[config.mk]
export PLATFORM = sky130hd
export DESIGN_NAME = txt_byte_guard
export DESIGN_NICKNAME = d
export VERILOG_FILES = /design/src/rtl/txg_pkg.sv /design/src/rtl/txg_ham_decode.sv /design/src/rtl/txg_parity_check.sv /design/src/rtl/txg_line_flag.sv /design/src/rtl/txt_byte_guard.sv
export SDC_FILE = /design/constraint.sdc
export NUM_CORES = 1
export LEC_CHECK = 0
export BUFFER_PORTS_ARGS = -buffer_cell sky130_fd_sc_hd__buf_2
export CAP_MARGIN = 15
export CORE_UTILIZATION = 47
export DETAILED_ROUTE_END_ITERATION = 8
export PLACE_DENSITY = 0.74
export SLEW_MARGIN = 20
export SYNTH_ARGS = -nofsm -noshare
export SYNTH_HDL_FRONTEND = slang
export SYNTH_HIERARCHICAL = 1
export SYNTH_SLANG_ARGS = --single-unit
[constraint.sdc]
create_clock -name clk -period 1.8 [get_ports clk]
set_input_delay 0.36 -clock clk [delete_from_list [all_inputs] [get_ports clk]]
set_output_delay 0.36 -clock clk [all_outputs]
set_load 0.03 [all_outputs]
[src/rtl/txg_pkg.sv]
package txg_pkg;

   // Result of checking one byte.
   typedef struct packed {
      logic [7:0] data;
      logic       fixed;
      logic       bad;
   } txg_result_t;

   // Hamming positions 1..7 map to byte bits 1..7; bit 0 is the overall parity.
   localparam int unsigned TXG_SYN_W = 3;

endpackage

[src/rtl/txg_ham_decode.sv]
module txg_ham_decode
   import txg_pkg::*;
#(
   parameter bit STRIP_CHECK_BITS = 1'b1
)(
   input  logic [7:0]  code_in,
   output txg_result_t res
);
   logic [TXG_SYN_W-1:0] syn;
   logic                 tot;

   always_comb begin
      syn[0] = code_in[1] ^ code_in[3] ^ code_in[5] ^ code_in[7];
      syn[1] = code_in[2] ^ code_in[3] ^ code_in[6] ^ code_in[7];
      syn[2] = code_in[4] ^ code_in[5] ^ code_in[6] ^ code_in[7];
      tot    = ^code_in;
   end

   // Flip decision for byte bit p: odd total parity points at one bad bit.
   function automatic logic flip_at(input int unsigned p,
                                    input logic [TXG_SYN_W-1:0] s,
                                    input logic t);
      return t && (s == TXG_SYN_W'(p));
   endfunction

   generate
      if (STRIP_CHECK_BITS) begin : g_nibble
         always_comb begin
            res.data = {4'b0000,
                        code_in[7] ^ flip_at(7, syn, tot),
                        code_in[6] ^ flip_at(6, syn, tot),
                        code_in[5] ^ flip_at(5, syn, tot),
                        code_in[3] ^ flip_at(3, syn, tot)};
         end
      end else begin : g_codeword
         always_comb begin
            for (int unsigned k = 0; k < 8; k++)
               res.data[k] = code_in[k] ^ flip_at(k, syn, tot);
         end
      end
   endgenerate

   always_comb begin
      res.fixed = tot;
      res.bad   = !tot && (syn != '0);
   end

   // a correctable word is never also reported uncorrectable
   always_comb begin
      p_ham_excl_r10: assert (!(res.fixed && res.bad))
         else $error("hamming decode reports both outcomes");
   end
endmodule

[src/rtl/txg_parity_check.sv]
module txg_parity_check
   import txg_pkg::*;
#(
   parameter bit ODD_PARITY = 1'b1
)(
   input  logic [7:0]  byte_in,
   output txg_result_t res
);
   logic par_ok;

   generate
      if (ODD_PARITY) begin : g_odd
         assign par_ok = (^byte_in) == 1'b1;
      end else begin : g_even
         assign par_ok = (^byte_in) == 1'b0;
      end
   endgenerate

   always_comb begin
      res.data  = {1'b0, byte_in[6:0]};
      res.fixed = 1'b0;
      res.bad   = !par_ok;
   end
endmodule

[src/rtl/txg_line_flag.sv]
module txg_line_flag #(
   parameter bit COUNT_REPAIRED = 1'b1
)(
   input  logic clk,
   input  logic rst_n,
   input  logic line_start,
   input  logic hit_valid,
   input  logic hit_fixed,
   input  logic hit_bad,
   output logic line_ok
);
   logic hit;

   generate
      if (COUNT_REPAIRED) begin : g_any
         assign hit = hit_valid && (hit_fixed || hit_bad);
      end else begin : g_bad_only
         assign hit = hit_valid && hit_bad;
         logic unused_fixed;
         assign unused_fixed = hit_fixed;
      end
   endgenerate

   always_ff @(posedge clk) begin
      if (!rst_n)          line_ok <= 1'b1;
      else if (line_start) line_ok <= !hit;
      else if (hit)        line_ok <= 1'b0;
   end

   p_flag_sticky_r7: assert property (@(posedge clk) disable iff (!rst_n)
      (!line_ok && !line_start) |=> !line_ok)
      else $error("line flag recovered without line start");

   p_flag_rearm_r6: assert property (@(posedge clk) disable iff (!rst_n)
      (line_start && !hit_valid) |=> line_ok)
      else $error("line flag not set by line start");
endmodule

[src/rtl/txt_byte_guard.sv]
module txt_byte_guard
   import txg_pkg::*;
#(
   parameter logic [7:0] BLANK_CODE     = 8'h20,
   parameter bit         ODD_PARITY     = 1'b1,
   parameter bit         HAM_STRIP      = 1'b1,
   parameter bit         FLAG_REPAIRED  = 1'b1
)(
   input  logic       clk,
   input  logic       rst_n,
   input  logic       in_valid,
   input  logic [7:0] in_byte,
   input  logic       in_ham,
   input  logic       line_start,
   output logic       out_valid,
   output logic [7:0] out_byte,
   output logic       out_fixed,
   output logic       out_bad,
   output logic       line_ok
);
   generate
      if (BLANK_CODE[7] != 1'b0) begin : g_bad_blank
         $error("BLANK_CODE must be a seven-bit character code");
      end
   endgenerate

   txg_result_t ham_res, par_res, sel_res;

   txg_ham_decode #(.STRIP_CHECK_BITS(HAM_STRIP)) i_ham (
      .code_in (in_byte),
      .res     (ham_res)
   );

   txg_parity_check #(.ODD_PARITY(ODD_PARITY)) i_par (
      .byte_in (in_byte),
      .res     (par_res)
   );

   always_comb begin
      sel_res = in_ham ? ham_res : par_res;
      if (sel_res.bad) sel_res.data = BLANK_CODE;
   end

   always_ff @(posedge clk) begin
      if (!rst_n) begin
         out_valid <= 1'b0;
         out_byte  <= '0;
         out_fixed <= 1'b0;
         out_bad   <= 1'b0;
      end else begin
         out_valid <= in_valid;
         out_fixed <= in_valid && sel_res.fixed;
         out_bad   <= in_valid && sel_res.bad;
         if (in_valid) out_byte <= sel_res.data;
      end
   end

   txg_line_flag #(.COUNT_REPAIRED(FLAG_REPAIRED)) i_flag (
      .clk        (clk),
      .rst_n      (rst_n),
      .line_start (line_start),
      .hit_valid  (in_valid),
      .hit_fixed  (sel_res.fixed),
      .hit_bad    (sel_res.bad),
      .line_ok    (line_ok)
   );

   p_latency_r8: assert property (@(posedge clk) disable iff (!rst_n)
      in_valid |=> out_valid)
      else $error("accepted byte produced no result");

   p_no_spurious_r8: assert property (@(posedge clk) disable iff (!rst_n)
      !in_valid |=> !out_valid)
      else $error("result without accepted byte");

   p_blank_r5: assert property (@(posedge clk) disable iff (!rst_n)
      out_bad |-> (out_byte == BLANK_CODE))
      else $error("uncorrectable byte not blanked");

   p_pulse_excl_r10: assert property (@(posedge clk) disable iff (!rst_n)
      (out_fixed || out_bad) |-> (out_valid && !(out_fixed && out_bad)))
      else $error("error pulses inconsistent");

   p_flag_drop_r7: assert property (@(posedge clk) disable iff (!rst_n)
      (FLAG_REPAIRED && (out_fixed || out_bad)) |-> !line_ok)
      else $error("corrupt byte left line flag high");
endmodule

==> impl_metrics.ini <==
[grt]
overflow = 0
antenna_found_initial = 0
grt_pass1_vias = 781
grt.total_usage_pct = 18.6
grt_pass1_wl_mm = 3.39
grt_max_degree = 11

[clock_tree]
numCtsBuffers = 3
cts_setup_buffers = 0
cts.htree.levels = 1
clk_pin_slew_ns = 0.08
hold_buffers = 0
cts_buffer_depth = 2
clk_latency_ns = 0.28
clock-sinks = 12
cts_tree = built
clockRootBuffer = clkbuf_4
ctsResizeCount = 0

[timing]
setup_viol = 0
hold_viol = 0
max_freq_mhz = 624
rsz0062_at_grt = false
setup_tns_ns = 0
period_minus_slack_ns = 1.60
maxSlewViolCount = 0
finalCritPeriodShare_pct = 89.0
fin_skew_ns = 0
holdWs_ns = 0.291

[detailed_routing]
first_pass_iters = 4
drtIter0Drc = 12
wl_per_cell_um = 11.4
wl_mm = 1.91
drc = 0
vias_per_cell = 4.99
antenna_left = 0
num_vias = 839

[worst_setup_path]
required_ns = 1.99
reg2reg_depth = 2
rrSetupSlack_ns = 1.18
arrival_ns = 1.79
critPathMaxFanout = 8
r2r-end = out_byte[5]$_SDFFE_PN0P_
worst_setup_path_start_kind = input pin
path_class = in -> reg
crit_path_end_kind = register
r2r-start = out_byte[5]$_SDFFE_PN0P_

[placed_design]
routabilityCongestion = 0.873
dpl.cell_count = 164
port_buffers = 24
dp_hpwl_mm = 1.59

[floorplan]
die_w_um = 48.9
coreArea_um2 = 2020
chipHeight_um = 48.9
ios = 25
dieArea_um2 = 2390
rows = 16
start_util_pct = 51.2

[min_path]
hp-class = in -> reg
hp-start = rst_n
min_to = i_flag/line_ok$_SDFFE_PN1P_
worstHoldPathCells = 2

[finish]
diodes = 0
drive_gt1_share_pct = 43.3
num-nets-final = 155
final_util_pct = 62.0
final_cells = 168
area_delta_synth_final_pct = 21.2

[power_and_ir_drop]
p_per_area_nw_per_um2 = 815
finalPower_mw = 1.02
peakVddDrop_mv = 0.722
leakage_nw = 0.546

[logic_synthesis]
synthTopCellsByArea = dfxtp_1 23%, xnor2_1 14%, o32ai_2 11%, buf_4 10%, mux2i_1 7.7%
ys_seq_area_share_pct = 23.2
synth_top_cell_area_share_pct = 23.2
yosys_warnings = 6
synth_cells = 109
ys_ff_latch = 12
synthesis.area_um2 = 1030
synth_top_area_cell = dfxtp_1
synth.avg_cell_area_um2 = 9.49
yosysUniqueCellTypes = 30

[run]
drv_cap = 0

[status]
status = finished clean
## registers in the layout (all words and copies together), names as in the netlist
name,flops
out_fixed,1
i_flag/line_ok,1
out_bad,1
out_valid,1
out_byte,8
## cell families (layout without fill, tap and decap cells)
logic type                count (synthesis)  count (layout)  synth area share [%]
other                                     2               6                 0.726
muxes                                    10              10                  11.0
AOI/OAI and AO/OA                        20              20                  19.7
buffers and inverters                    26              54                  15.6
and+or+nand+nor                          16              16                  7.38
xor gates and xnor gates                 23              23                  22.4
DFF                                      12              12                  23.2
## cell usage in the layout, fill, tap and decap left out, drive strengths merged
cell type / Yosys / routed
nand2: 2 / 2
o211ai: 2 / 2
a2bb2oi: 1 / 1
nor2: 3 / 3
o21ai: 3 / 3
nand3: 4 / 4
nor2b: 1 / 1
xnor2: 18 / 18
xor2: 5 / 5
inv: 10 / 10
o21a: 1 / 1
mux2i: 9 / 9
nor3: 5 / 5
a31oi: 2 / 2
conb: 2 / 6
clkbuf: 0 / 4
a211oi: 1 / 1
nand2b: 1 / 1
o2111ai: 1 / 1
mux2: 1 / 1
o32ai: 7 / 7
buf: 16 / 40
a21oi: 2 / 2
dfxtp: 12 / 12
## area by class of cell
class,count,area (um^2)
Clock buffer,4,36.3
Tap cell,27,33.8
Inverter,10,40.0
Sequential cell,12,240
Multi-Input combinational cell,75,663
Timing Repair Buffer,40,240
Fill cell,174,768
## synth_stat cells
cell,count
a211oi_2,1
o21a_1,1
o21ai_1,1
conb_1,2
a21oi_1,2
dfxtp_1,12
o211ai_1,2
o2111ai_1,1
a31oi_1,2
nand2_1,2
nand3_1,4
buf_6,1
o32ai_2,7
buf_4,14
a2bb2oi_1,1
mux2_1,1
nor2_1,3
inv_1,9
mux2i_1,8
inv_4,1
xnor2_2,2
xor2_1,3
mux2i_4,1
xnor2_1,16
nand2b_1,1
nor3_1,5
buf_2,1
o21ai_0,2
xor2_2,2
nor2b_1,1
## where the power goes
group	internal, mW	total (mW)	leakage, nW	switching, mW
logic	0.225	0.500	0.426	0.275
registers	0.294	0.305	0.0986	0.0112
clock network	0.123	0.216	0.0210	0.0928
## metrics by stage
stage | cell area [um^2] | worst slack [ns]
3_5_place_dp | 1220 | -0.0898
2_1_floorplan | 1070 | 0.0165
5_1_grt | 1250 | 0.0869
6_report | 1250 | 0.198
3_3_place_gp | 1220 | -0.0502
4_1_cts | 1250 | 0.202
## how the worst max path moves through the flow
| stage | from | to | slack, ns |
|---|---|---|---|
| 3_3_place_gp | in_byte[7] | out_byte[3]$_SDFFE_PN0P_ | -0.05 |
| 4_1_cts | in_byte[7] | out_byte[3]$_SDFFE_PN0P_ | 0.20 |
| 2_1_floorplan | in_byte[1] | i_flag/line_ok$_SDFFE_PN1P_ | 0.02 |
| 5_1_grt | in_byte[7] | out_byte[2]$_SDFFE_PN0P_ | 0.09 |
| 3_5_place_dp | in_byte[7] | out_byte[3]$_SDFFE_PN0P_ | -0.09 |
| 6_report | in_byte[7] | out_byte[3]$_SDFFE_PN0P_ | 0.20 |
## worst max-delay path: stages
cell and delay [ns]:
buf_2 0.14, xor2_2 0.19, xnor2_2 0.39, o211ai_1 0.20, xnor2_1 0.19, mux2i_1 0.11
o32ai_2 0.21
## routing by layer
metal / up-vias / global-route usage (%) / wire length (um)
li1: 428 / - / -
met1: 374 / 21.6 / 872
met2: 32 / 31.5 / 897
met3: 5 / 7.48 / 112
met4: 0 / 5.39 / 25
met5: - / 0 / 0
(Power assumes the default switching activity.)
